===== src/rtl/sertx_pkg.sv =====
package sertx_pkg;

    localparam int WORD_W    = 9;
    localparam int BRK_ZEROS = 13;
    localparam int FRAME_W   = 16;
    localparam int LEN_W     = $clog2(FRAME_W + 1);

    typedef enum logic [1:0] {
        FK_DATA,
        FK_BREAK,
        FK_TAIL
    } fkind_t;

    typedef struct packed {
        logic [FRAME_W-1:0] bits;
        logic [LEN_W-1:0]   len;
        fkind_t             kind;
    } frame_t;

    typedef struct packed {
        logic nine;
        logic par_en;
        logic par_odd;
        logic two_stop;
    } txcfg_t;

    // Bit 0 leaves the line first; unused high bits stay 1 (stop level).
    function automatic frame_t data_frame(logic [WORD_W-1:0] d, txcfg_t c);
        frame_t f;
        int     n;
        logic   p;
        n      = c.nine ? WORD_W : WORD_W - 1;
        f.bits = '1;
        f.bits[0] = 1'b0;
        p = c.par_odd;
        for (int i = 0; i < WORD_W; i++) begin
            if (i < n) begin
                f.bits[i+1] = d[i];
                p = p ^ d[i];
            end
        end
        if (c.par_en) f.bits[n+1] = p;
        f.len  = LEN_W'(1 + n + (c.par_en ? 1 : 0) + (c.two_stop ? 2 : 1));
        f.kind = FK_DATA;
        return f;
    endfunction

    function automatic frame_t break_frame();
        frame_t f;
        f.bits = '1;
        for (int i = 0; i < 1 + BRK_ZEROS; i++) f.bits[i] = 1'b0;
        f.len  = LEN_W'(1 + BRK_ZEROS);
        f.kind = FK_BREAK;
        return f;
    endfunction

    function automatic frame_t tail_frame(logic two_stop);
        frame_t f;
        f.bits = '1;
        f.len  = two_stop ? LEN_W'(2) : LEN_W'(1);
        f.kind = FK_TAIL;
        return f;
    endfunction

endpackage


===== src/rtl/sertx_holdreg.sv =====
module sertx_holdreg #(
    parameter int W = 9
) (
    input  logic         clk,
    input  logic         rst,
    input  logic         flush,
    input  logic         push,
    input  logic [W-1:0] push_data,
    input  logic         pop,
    output logic         full,
    output logic [W-1:0] data
);

    always_ff @(posedge clk) begin
        if (rst || flush) begin
            full <= 1'b0;
            data <= '0;
        end else if (push) begin
            full <= 1'b1;
            data <= push_data;
        end else if (pop) begin
            full <= 1'b0;
        end
    end

endmodule


===== src/rtl/sertx_shifter.sv =====
module sertx_shifter
    import sertx_pkg::*;
(
    input  logic   clk,
    input  logic   rst,
    input  logic   en,
    input  logic   tick,
    input  logic   load,
    input  frame_t frm_in,
    output logic   busy,
    output logic   done,
    output logic   tx,
    output fkind_t kind
);

    logic               run;
    logic [FRAME_W-1:0] sr;
    logic [LEN_W-1:0]   cnt;

    // Last bit period of the current frame expires on this tick.
    assign done = busy & run & tick & (cnt == '0);

    always_ff @(posedge clk) begin
        if (rst || !en) begin
            busy <= 1'b0;
            run  <= 1'b0;
            tx   <= 1'b1;
            sr   <= '1;
            cnt  <= '0;
            kind <= FK_DATA;
        end else if (load) begin
            busy <= 1'b1;
            kind <= frm_in.kind;
            cnt  <= frm_in.len - 1'b1;
            if (done) begin
                // chained frame: first bit goes out on this very tick
                run <= 1'b1;
                tx  <= frm_in.bits[0];
                sr  <= frm_in.bits >> 1;
            end else begin
                run <= 1'b0;
                sr  <= frm_in.bits;
            end
        end else if (busy && tick) begin
            if (!run) begin
                run <= 1'b1;
                tx  <= sr[0];
                sr  <= sr >> 1;
            end else if (cnt == '0) begin
                busy <= 1'b0;
                run  <= 1'b0;
                tx   <= 1'b1;
            end else begin
                tx  <= sr[0];
                sr  <= sr >> 1;
                cnt <= cnt - 1'b1;
            end
        end
    end

endmodule


===== src/rtl/sertx_buffered.sv =====
module sertx_buffered
    import sertx_pkg::*;
(
    input  logic              clk,
    input  logic              rst,
    input  logic              en,
    input  logic              baud_tick,
    input  logic              wr_stb,
    input  logic [WORD_W-1:0] wr_data,
    input  logic              stat_rd,
    input  logic              cfg_nine,
    input  logic              cfg_par_en,
    input  logic              cfg_par_odd,
    input  logic              cfg_two_stop,
    input  logic              brk_req,
    input  logic              irq_en,
    output logic              tx_line,
    output logic              hold_empty,
    output logic              tx_idle,
    output logic              tx_irq
);

    txcfg_t            cfg;
    logic              armed;
    logic              wr_ok;
    logic              hold_full;
    logic [WORD_W-1:0] hold_data;
    logic              sh_busy;
    logic              sh_done;
    fkind_t            sh_kind;
    logic              slot_free;
    logic              load;
    logic              pop;
    logic              direct;
    logic              push;
    frame_t            nxt;

    assign cfg = '{nine: cfg_nine, par_en: cfg_par_en,
                   par_odd: cfg_par_odd, two_stop: cfg_two_stop};

    assign wr_ok     = en & wr_stb & armed & ~hold_full;
    assign slot_free = en & (~sh_busy | sh_done);

    // Next-frame arbitration: break tail, break, buffered word, bypass write.
    always_comb begin
        load   = 1'b0;
        pop    = 1'b0;
        direct = 1'b0;
        nxt    = data_frame(hold_data, cfg);
        if (slot_free) begin
            if (sh_done && sh_kind == FK_BREAK && !brk_req) begin
                load = 1'b1;
                nxt  = tail_frame(cfg.two_stop);
            end else if (brk_req) begin
                load = 1'b1;
                nxt  = break_frame();
            end else if (hold_full) begin
                load = 1'b1;
                pop  = 1'b1;
            end else if (wr_ok) begin
                load   = 1'b1;
                direct = 1'b1;
                nxt    = data_frame(wr_data, cfg);
            end
        end
    end

    assign push = wr_ok & ~direct;

    sertx_holdreg #(.W(WORD_W)) u_hold (
        .clk       (clk),
        .rst       (rst),
        .flush     (~en),
        .push      (push),
        .push_data (wr_data),
        .pop       (pop),
        .full      (hold_full),
        .data      (hold_data)
    );

    sertx_shifter u_shift (
        .clk    (clk),
        .rst    (rst),
        .en     (en),
        .tick   (baud_tick),
        .load   (load),
        .frm_in (nxt),
        .busy   (sh_busy),
        .done   (sh_done),
        .tx     (tx_line),
        .kind   (sh_kind)
    );

    // Status read arms exactly one data write.
    always_ff @(posedge clk) begin
        if (rst || !en)   armed <= 1'b0;
        else if (wr_ok)   armed <= 1'b0;
        else if (stat_rd) armed <= 1'b1;
    end

    always_ff @(posedge clk) begin
        if (rst || !en)              tx_idle <= 1'b1;
        else if (wr_ok)              tx_idle <= 1'b0;
        else if (sh_done && !load)   tx_idle <= 1'b1;
    end

    assign hold_empty = ~hold_full;
    assign tx_irq     = irq_en & hold_empty;

endmodule


===== config.mk =====
export PLATFORM = sky130hd
export DESIGN_NAME = sertx_buffered
export DESIGN_NICKNAME = d
export VERILOG_FILES = /design/src/rtl/sertx_pkg.sv /design/src/rtl/sertx_holdreg.sv /design/src/rtl/sertx_shifter.sv /design/src/rtl/sertx_buffered.sv
export SDC_FILE = /design/constraint.sdc
export NUM_CORES = 1
export LEC_CHECK = 0
export ABC_AREA = 0
export BUFFER_PORTS_ARGS = -buffer_cell sky130_fd_sc_hd__buf_2
export CELL_PAD_IN_SITES_DETAIL_PLACEMENT = 0
export CELL_PAD_IN_SITES_GLOBAL_PLACEMENT = 1
export CORE_UTILIZATION = 41
export DETAILED_ROUTE_END_ITERATION = 6
export PLACE_DENSITY = 0.83
export SYNTH_ARGS = -nofsm -noshare
export SYNTH_HDL_FRONTEND = slang
export SYNTH_HIERARCHICAL = 1
export SYNTH_SLANG_ARGS = --single-unit
export TNS_END_PERCENT = 10

===== constraint.sdc =====
create_clock -name clk -period 2.7 [get_ports clk]
set_input_delay 0.405 -clock clk [delete_from_list [all_inputs] [get_ports clk]]
set_output_delay 0.405 -clock clk [all_outputs]
set_load 0.005 [all_outputs]

; Word-level counts from Yosys, hierarchy flattened
; Index checks and enable logic that the tools add are counted.
[op_classes]
reduce_logical = 21
n_shift = 0
div = 0
mul = 0
muxes = 181
n_addsub = 5
n_eq_ne = 4
magnitude_cmp = 11
n_bitwise = 32
[op_table]
columns = operator, n
row1 = 1-bit two-way mux, 160
row2 = 23-bit two-way mux, 5
row3 = 16-bit two-way mux, 7
row4 = 16-bit bitwise mux, 2
row5 = "32-bit by 1-bit >= comparator with 1-bit output, second input constant", 1
row6 = "32-bit by 6-bit < comparator with 1-bit output, second input constant", 1
row7 = 5-bit two-way mux, 4
row8 = 1-bit bitwise XOR, 18
row9 = "3-bit by 4-bit < comparator with 1-bit output, first input constant", 4
row10 = 2-bit nonzero test, 5
row11 = "5-bit by 1-bit subtractor with 5-bit output, second input constant", 2
row12 = 1-bit bitwise AND, 9
row13 = "1-bit by 4-bit < comparator with 1-bit output, first input constant", 2
row14 = "2-bit by 4-bit < comparator with 1-bit output, first input constant", 2
row15 = 3-bit AND reduction, 2
row16 = "1-bit by 4-bit adder with 5-bit output, first input constant", 1
row17 = 5-bit by 1-bit adder with 5-bit output, 1
row18 = 5-bit by 2-bit adder with 5-bit output, 1
row19 = 1-bit logical AND, 5
row20 = 5-bit zero test, 1
row21 = 1-bit demux with 4-bit select, 1
row22 = "4-bit < comparator, first input constant", 1
row23 = 2-bit two-way mux, 2
row24 = "2-bit != test, second input constant", 2
row25 = 8 further kinds, 15
[word_totals]
romBits = 0
memories = 0
reg_bits = 38
mem_bits_rw = 0
inputBits = 21
latchBits = 0
word_cells = 264

; Logic depth before layout (Yosys ltp)
; Gate-level depths: netlist of run 1.
[depth]
word_depth = 73
ltp_mapped = 17
depth_no_buf = 14

; Cells and area by module
; The synthesis of run 1 kept the hierarchy.
[modules_own_cells]
columns = module, instances, cells_per_inst, seq_area_each_um2, area_each_um2
row1 = sertx_shifter, 1, 163, 520.5, 1532.7
row2 = sertx_buffered, 1, 98, 40.0, 679.4
row3 = sertx_holdreg, 1, 34, 200.2, 367.9

; Least setup slack after synthesis of run 1
; Ideal clock, no wire load.
[synth_timing]
path_type = register -> register
start = register u_shift.cnt[2]
end = register u_shift.cnt[4]
setup_time_ps = 70
stages_incl_launch_ff = 17
synth_period_minus_slack_ps = 2946
t_arrival_ps = 2876
setup_slack_ps = -246
required_time_ps = 2630
path_cell_list = dfxtp_1 nor4_2 nand3_1 buf_2 buf_6 inv_1 nand2b_1 nand2_1 nor3_1 a21oi_1 a2bb2oi_1 mux2i_1 ha_1 nor3b_1 xor2_1 o21ai_0 a21oi_1
[synth_rtl]
columns = element, line_no
row1 = "start, declared", sertx_shifter.sv:18  ; logic [LEN_W-1:0] cnt;
row2 = "start signal, assigned", sertx_shifter.sv:34  ; cnt <= frm_in.len - 1'b1;
row3 = "start signal, assigned", sertx_shifter.sv:56  ; cnt <= cnt - 1'b1;

==> impl_metrics.toml, run 1 <==
[status]
outcome = "finished, final reports clean"

[floorplanning]
core-area_sq_um = 5991
io_pins = 25
fp.dieH_microns = 81.33
die_area_sq_um = 6614
start_util_pct = 43.07
num_rows = 28
die_w_microns = 81.33

[setup_path]
crit_type = "register to register"
path_max_fanout = 5
worstPathRequired_ns = 2.91
end_kind = "register"
arrival_ns = 2.78
start_kind = "register"

[sta]
period_minus_slack_ns = 2.576
worst_slew_pin_slew_ns = 0.8659
slew_viol_final = 0
finalCritPeriodShare_pct = 95.40
setup_viol = 0
hold_slack_ns = 0.3396
tns_ns = 0
max_freq_mhz = 388.2
slew_headroom_pct = 42.27
rsz0062_at_grt = "true"
hold_violations = 0
skew_ns = 0.006720

[power_and_ir_drop]
p_seq_share_pct = 45.9
leakage_uw = 0.001328
p_int_uw = 901.1
clockPowerShare_pct = 33.5
power.share.combinational_pct = 20.6
switchingPower_uw = 364.2
powerDensity_nw_per_um2 = 401.1
ir_worst_vdd_mv = 0.2511
swShare_pct = 28.79

[clock_network]
path_clk_slew_ns = 0.08
cts_tree = "done"
cts_made_buffers = 5
cts_root_buffer = "clkbuf_8"
clock_sinks = 38
cts_buffer_depth = 2
htree_levels = 2
clk_latency_ns = 0.30

[global_routing]
grt_pass1_vias = 2066
grt-ovfl-total = 0
grt.total_usage_pct = 19.47
grt_max_degree = 32
antenna_found_initial = 0
grt_pass1_wl_microns = 9770

[place]
place_area_sq_um = 2938
dp_cells = 405
dpl.hpwl_microns = 4279
io_buffers = 24
place_congestion = 0.8034

[final_layout]
area_growth_pct = 22.26
insertedDiodeCount = 0
final_core_util_pct = 52.65
stdcell_count = 421
drive_gt1_share_pct = 28.32
final.fill_count = 572
postLayoutCellArea_sq_um = 3154
nets = 370

[job]
max_cap_viol_count = 0

[routing]
wl_microns = 6093
wire_per_inst_microns = 14.47
vias_per_cell = 5.325
top_layer = "met4"
dr.pass1.iters = 4
via_count = 2242
wl_met2_microns = 2888
met1_length_microns = 2850
drtIter0Drc = 126
wl_met3_microns = 268
ant_nets = 0
drc = 0

[yosys]
netlist_area_sq_um = 2580
synth_flop_cell = "dfxtp_1"
syn_inst = 295
yosysSeqAreaShare_pct = 29.49
synth_enable_flop_cells = 0
synth.distinct_cells = 52
async_flop_share_pct = 0
syn_area_per_cell_sq_um = 8.746
ys_ff_latch = 38
ys.warnings.count = 6

[worst_hold_path]
min_path_type = "input pin to register"
[cell families after synthesis]
group                      count (synthesis)  share of synthesized area [%]
muxes                                     30                          11.64
buffers and inverters                     28                          5.383
and+or+nand+nor                          103                          20.90
other                                      2                         0.2911
DFF                                       38                          29.49
AOI/OAI and AO/OA                         69                          21.00
xor gates and xnor gates                  21                          8.487
adders and majority gates                  4                          2.813
[flip-flops by register name, indices dropped and copies added, names as in the netlist]
signal        cells
u_shift/run       1
u_shift/tx        1
u_shift/cnt       5
u_shift/busy      1
tx_idle           1
u_hold/data       9
u_shift/kind      2
u_shift/sr       16
armed             1
u_hold/full       1
[cell type report]
type                       count  area, sq um  area share, %
tap                           75        93.84          2.975
sequential                    38        763.2          24.20
clock buffer                   6        82.58          2.618
inverter                      11        41.29          1.309
multi-input combinational    232         1780          56.45
clock inverter                 2        12.51         0.3967
timing repair buffer          57        380.4          12.06
[per-stage QoR]
| step | setup slack (ns) | power, uW |
|---|---|---|
| global placement | 0.009263 | 830.8 |
| global route | -0.09204 | 1326 |
| finish | 0.1243 | 1265 |
| CTS | 0.01502 | 1259 |
| floorplan | 0.008454 | 756.5 |
| detailed placement | -0.05863 | 833.4 |
[layer usage]
metal	vias to the layer above	track usage, %
met1	1033	25.14
met5	-	0
met2	49	32.75
li1	1151	-
met4	0	5.357
met3	9	3.708
[worst max-delay path: stages, from the launching register on]
cell      delay (ns)
dfxtp_2         0.34
nor4_4          0.32
nand3_2         0.12
inv_2           0.09
nand3b_1        0.22
buf_4           0.22
or3_1           0.34
inv_2           0.12
a21oi_2         0.07
mux2i_1         0.12
and3_2          0.23
a211oi_1        0.07
nor4_1          0.24
[cells in the mapped netlist (3+ instances only)]
cell type	n	share of area [%]
fa_1	3	2.3
clkbuf_1	6	0.87
nand2b_1	6	1.5
o21a_1	8	2.3
xor2_1	6	2.0
inv_1	11	1.6
a221oi_1	5	1.7
nand3_1	5	0.97
buf_2	3	0.58
a221oi_2	10	5.8
a21oi_1	16	3.1
dfxtp_1	38	29
buf_4	4	1.2
nand2_1	13	1.9
nor2_1	27	3.9
nor3_1	18	3.5
mux2i_1	30	12
nor2b_1	17	4.1
o21ai_0	15	2.9
and3_1	3	0.73
xnor2_1	12	4.1
[timing repair]
| item | in CTS | in global routing |
|---|---|---|
| gates resized for setup | 0 | 13 |
| buffers inserted | 0 | 8 |
| hold buffers | 0 | 0 |
| hold endpoints to repair | 0 | 0 |
| setup endpoints to repair | 0 | 18 |
[power groups by stage]
stage	clock network, uW	logic [uW]	registers [uW]
after global routing	459	284	583
after CTS	437	241	580
after global placement	0	237	594
after floorplan	0	163	594
final	424	261	581
after detailed placement	0	240	594
[final timing paths]
path / from / to / slack (ns) / cells after the start
setup / recovery: u_shift/cnt[1] / u_shift/cnt[3] / 0.12 / 12
hold / removal: stat_rd / armed / 0.34 / 3
setup reg to reg: u_shift/cnt[1] / u_shift/cnt[3] / 0.12 / 12
hold reg to reg: u_shift/tx / u_shift/tx / 0.50 / 1
[cells in the final DEF (no fill, tap or decap), drive strengths merged, types with 2 or more instances in the layout]
master,Yosys,layout
xnor3,2,2
a21oi,17,17
nor2b,17,17
mux2i,30,30
a221o,2,2
o21ai,16,16
nor3,18,18
a221oi,15,15
buf,11,57
o221ai,2,2
o311ai,2,2
dfxtp,38,38
o21a,9,9
nand2,13,13
and3,4,4
inv,11,11
xor2,6,6
nand2b,6,6
clkbuf,6,6
xnor2,13,13
and2,2,2
fa,3,3
conb,2,5
nand3,5,5
nor4,3,3
nor2,27,27
No activity file was read; power rests on OpenSTA's default activity.
==> run 2, diff against run 1 <==
--- a/config.mk
+++ b/config.mk
@@ -9,6 +9,7 @@
 export BUFFER_PORTS_ARGS = -buffer_cell sky130_fd_sc_hd__buf_2
 export CELL_PAD_IN_SITES_DETAIL_PLACEMENT = 0
 export CELL_PAD_IN_SITES_GLOBAL_PLACEMENT = 1
+export CORE_ASPECT_RATIO = 1.1
 export CORE_UTILIZATION = 41
 export DETAILED_ROUTE_END_ITERATION = 6
 export PLACE_DENSITY = 0.83
==> run 2 against run 1 <==
Total power down 4.2%. Die area hardly changed. Clock-buffer cell count grew 1. Flip-flop and latch count unchanged. Sequential power hardly changed. Combinational power down 2%. Utilization hardly changed. Maximum frequency grew 0.63%. Via count barely moved. Non-clock buffer count did not move. Critical path depth did not move. Register-to-register slack gained 0.02 ns. Critical path type unchanged. Largest cell class unchanged.
==> impl_metrics.toml, run 2 (synthesis gave the netlist of run 1 again) <==
[status]
outcome = "finished, final reports clean"

[clock_network]
path_clk_slew_ns = 0.07
clock_sinks = 38
cts_made_buffers = 5
cts_tree = "done"
htree_levels = 2
clk_latency_ns = 0.29
postCtsHoldBufs = 0
cts_root_buffer = "clkbuf_8"
cts_buffer_depth = 2

[floorplanning]
start_util_pct = 43.62
io_pins = 25
die_area_sq_um = 6614
core-area_sq_um = 5914
fp.dieH_microns = 85.20
num_rows = 29
die_w_microns = 77.64

[setup_path]
crit_type = "register to register"
cp_slowest_cell = "dfxtp_2"
start_kind = "register"
path_cells = "nor4_4 > nand3_2 > inv_2 > and3b_2 > nor3_2 > a21oi_2 > mux2i_1 > ha_2 > nor3b_4 > xor2_1 > o21ai_1 > a21oi_1"
worstPathRequired_ns = 2.93
end_kind = "register"
path_max_fanout = 5
arrival_ns = 2.79
cp_slowest_stage_delay_ns = 0.34

[final_layout]
final_cell_mix = "37 x dfxtp_1, 33 x buf_4, 30 x mux2i_1"
largest_reg_flops = 16
drive_gt1_share_pct = 26.96
insertedDiodeCount = 0
layout_commonest_cell = "dfxtp_1"
reg_top3 = "u_shift/sr x16, u_hold/data x9, u_shift/cnt x5"
nets = 370
top_register = "u_shift/sr"
postLayoutCellArea_sq_um = 3117
final_core_util_pct = 52.70
area_growth_pct = 20.81

[sta]
setup_viol = 0
hold_violations = 0
rsz0062_at_grt = "true"
skew_ns = 0.006490
slew_viol_final = 0
worst_slew_pin_slew_ns = 0.8162
max_freq_mhz = 390.7
finalCritPeriodShare_pct = 94.80
hold_slack_ns = 0.3415
period_minus_slack_ns = 2.560
postLayoutSetupSlackWorst_ns = 0.1405
slew_headroom_pct = 45.59

[routing]
via_count = 2241
dr.pass1.iters = 4
drc = 0
drtIter0Drc = 130
vias_per_cell = 5.310
wl_microns = 5936
ant_nets = 0
wire_per_inst_microns = 14.07

[global_routing]
grt_pass1_wl_microns = 9867
antenna_found_initial = 0
grt_pass1_vias = 2090
grt-ovfl-total = 0
grt.total_usage_pct = 18.99
grt_max_degree = 26

[power_and_ir_drop]
leakage_uw = 0.001319
ir_worst_vdd_mv = 0.2057
powerDensity_nw_per_um2 = 388.9
report.power.total_uw = 1212

[place]
place_ws_ns = -0.03202
place_congestion = 0.8106
place_area_sq_um = 2948
dpl.hpwl_microns = 4359
io_buffers = 24

[worst_hold_path]
min_path_type = "input pin to register"

[job]
max_cap_viol_count = 0
-- run 2: worst paths after layout --
path	startpoint	endpoint	slack, ns	cells past startpoint
max reg2reg	u_shift/cnt[1]	u_shift/cnt[4]	0.14	12
min	rst	tx_idle	0.34	3
min reg2reg	u_shift/tx	u_shift/tx	0.49	1
max	u_shift/cnt[1]	u_shift/cnt[4]	0.14	12
-- run 2: routing by layer --
metal | global-route usage (%) | part of all wire, % | routed length (microns) | vias to the layer above
met5 | 0 | 0 | 0 | -
met4 | 7.376 | 1.9 | 115 | 0
li1 | - | - | - | 1153
met3 | 3.333 | 2.9 | 173 | 10
met2 | 31.46 | 48 | 2868 | 41
met1 | 24.50 | 47 | 2779 | 1037
-- run 2: report_power, final --
group,internal [uW],total [uW],switching (uW)
Sequential,574,581,6.83
Clock,178,375,197
Combinational,120,257,137
-- run 2: repair_timing --
action | 4_1_cts | 5_1_grt
buffers inserted | 0 | 7
setup endpoints to repair | 0 | 17
hold endpoints to repair | 0 | 0
resized for setup | 0 | 10
-- run 2: cell type report --
type / instances / area [sq um]
repair buffers: 57 / 367.9
well taps: 77 / 96.34
inverters: 11 / 41.29
multi-input cells: 232 / 1773
clock buffers: 7 / 76.32
fillers: 569 / 2798
flip-flops and latches: 38 / 762.0
-- run 2: worst max-delay path: cells and delay by family (launching register included) --
kind                       cells  cell delay [ns]
and+or+nand+nor                5             0.90
xor gates and xnor gates       1             0.16
buffers and inverters          1             0.09
adders and majority gates      1             0.23
DFF                            1             0.34
muxes                          1             0.29
AOI/OAI and AO/OA              3             0.48
-- run 2: stage by stage --
step | cells | setup TNS, ns
2_1_floorplan | 298 | 0
3_3_place_gp | 408 | 0
3_5_place_dp | 408 | -0.05628
4_1_cts | 415 | 0
5_1_grt | 422 | -0.3170
6_report | 422 | 0
==> run 3, diff against run 2 <==
--- a/config.mk
+++ b/config.mk
@@ -6,12 +6,12 @@
 export NUM_CORES = 1
 export LEC_CHECK = 0
 export ABC_AREA = 0
-export BUFFER_PORTS_ARGS = -buffer_cell sky130_fd_sc_hd__buf_2
 export CELL_PAD_IN_SITES_DETAIL_PLACEMENT = 0
 export CELL_PAD_IN_SITES_GLOBAL_PLACEMENT = 1
 export CORE_ASPECT_RATIO = 1.1
-export CORE_UTILIZATION = 41
+export CORE_UTILIZATION = 44
 export DETAILED_ROUTE_END_ITERATION = 6
+export DONT_BUFFER_PORTS = 1
 export PLACE_DENSITY = 0.83
 export SYNTH_ARGS = -nofsm -noshare
 export SYNTH_HDL_FRONTEND = slang
==> run 3 against run 2 <==
Via count is 5.5% lower. First-iteration DRC count shrank 20%. Die area shrank 6.7%. Setup slack improved by 0.020 ns. Critical path type unchanged. Highest routed layer unchanged.
==> impl_metrics.toml, run 3 (synthesis gave the netlist of run 1 again) <==
[final_layout]
area_growth_pct = 14.11
final_core_util_pct = 53.53
largest_reg_flops = 16
multiInputGateArea_sq_um = 1768
layout.area.seq_sq_um = 762.0
reg_top3 = "u_shift/sr x16, u_hold/data x9, u_shift/cnt x5"
layout_commonest_cell = "dfxtp_1"
final.fill_count = 528
drive_gt1_share_pct = 18.59
nets = 336
insertedDiodeCount = 0
stdcell_count = 387
top_register = "u_shift/sr"
final_cell_mix = "37 x dfxtp_1, 30 x mux2i_1, 27 x nor2_1"

[setup_path]
start_kind = "register"
critPathBufInv = 2
path_delay_family = "simple AND/OR/NAND/NOR gates"
arrival_ns = 2.74
path_max_fanout = 7
end_kind = "register"
worstPathRequired_ns = 2.90
crit_type = "register to register"
cp_slowest_stage_delay_ns = 0.34
path_cells = "nor4_4 > nand3_2 > inv_2 > nand2b_4 > and3_1 > inv_1 > a21oi_4 > mux2i_1 > and3_2 > and4_1 > nor4_1"
cp_slowest_cell = "dfxtp_2"

[power_and_ir_drop]
report.power.total_uw = 1282
ir_worst_vdd_mv = 0.2667
powerDensity_nw_per_um2 = 435.3
leakage_uw = 0.001193

[job]
max_cap_viol_count = 0

[global_routing]
grtUsageMet1_pct = 25.58
grt_use_met2_pct = 35.41
grt_pass1_vias = 2114
grt.total_usage_pct = 20.73
met3_usage_pct = 4.369
grt_pass1_wl_microns = 9680
grt_max_degree = 32
busiest_layer = "met2"
grt-ovfl-total = 0
antenna_found_initial = 0

[sta]
period_minus_slack_ns = 2.540
hold_slack_ns = 0.2203
slew_headroom_pct = 37.85
setup_viol = 0
worst_slew_pin_slew_ns = 0.9322
hold_violations = 0
skew_ns = 0.002737
finalCritPeriodShare_pct = 94.06
max_freq_mhz = 393.8
slew_viol_final = 0
rsz0062_at_grt = "true"

[clock_network]
cts_made_buffers = 5
path_clk_slew_ns = 0.07
cts_buffer_depth = 2
postCtsHoldBufs = 0
cts_tree = "done"
clk_latency_ns = 0.29
htree_levels = 2
clock_sinks = 38
cts_root_buffer = "clkbuf_8"

[routing]
ant_nets = 0
drc = 0
drtIter0Drc = 104
dr.pass1.iters = 4
vias_per_cell = 5.473
via_count = 2118
wl_microns = 5768
wire_per_inst_microns = 14.90

[floorplanning]
num_rows = 28
die_w_microns = 75.01
fp.dieH_microns = 82.31
core-area_sq_um = 5500
start_util_pct = 46.91
die_area_sq_um = 6174
io_pins = 25

[place]
dp_cells = 375
place_congestion = 0.8227
io_buffers = 0
dpl.hpwl_microns = 4139

[worst_hold_path]
min_path_type = "input pin to register"

[status]
outcome = "finished, final reports clean"
run 3: cell count changes in the layout (fill, tap and decap cells not counted), sizes merged:
cell / before / now
buf: 57 / 23
bufinv: 0 / 1
run 3: where the power goes:
group | internal, uW | switching, uW
Clock | 277 | 204
Combinational | 103 | 117
Sequential | 574 | 7.18
run 3: cell type report:
| cell class | count | area share, % |
|---|---|---|
| tap | 75 | 3.187 |
| clock inverter | 1 | 1.020 |
| multi-input combinational | 232 | 60.05 |
| clock buffer | 7 | 2.592 |
| timing repair buffer | 23 | 5.865 |
| sequential | 38 | 25.88 |
| inverter | 11 | 1.402 |
run 3: worst register-to-register path: stages (launching register included):
cell	delay [ns]
dfxtp_2	0.34
nor4_4	0.31
nand3_2	0.13
inv_2	0.09
nand2b_4	0.15
and3_1	0.25
inv_1	0.17
a21oi_4	0.26
mux2i_1	0.11
and3_2	0.24
and4_1	0.21
nor4_1	0.20
run 3: repair_timing:
item                                    4_1_cts  5_1_grt
endpoints found under the setup margin        0       17
setup buffers                                 0        4
gates resized for setup                       0        9
endpoints found under the hold margin         0        0
run 3: final timing paths:
check	slack (ns)	startpoint	end	cells after the start
max reg2reg	0.16	u_shift/cnt[2]	u_shift/cnt[3]	11
min reg2reg	0.51	u_shift/sr[15]	u_shift/sr[15]	2
max	0.16	u_shift/cnt[2]	u_shift/cnt[3]	11
min	0.22	rst	tx_idle	2
run 3: per-stage QoR:
step                      setup slack, ns  area, sq um    TNS, ns
after floorplan                  0.008454         2635          0
after global placement            0.06150         2773          0
after detailed placement        -0.006925         2773  -0.006925
after CTS                         0.04430         2879          0
after global routing             -0.04168         2944   -0.06820
final                              0.1605         2944          0
run 3: per-layer routing:
layer | vias up | share of wire (%)
met5 | - | 0
li1 | 1087 | -
met2 | 40 | 47
met4 | 0 | 1.2
met1 | 987 | 48
met3 | 4 | 3.8
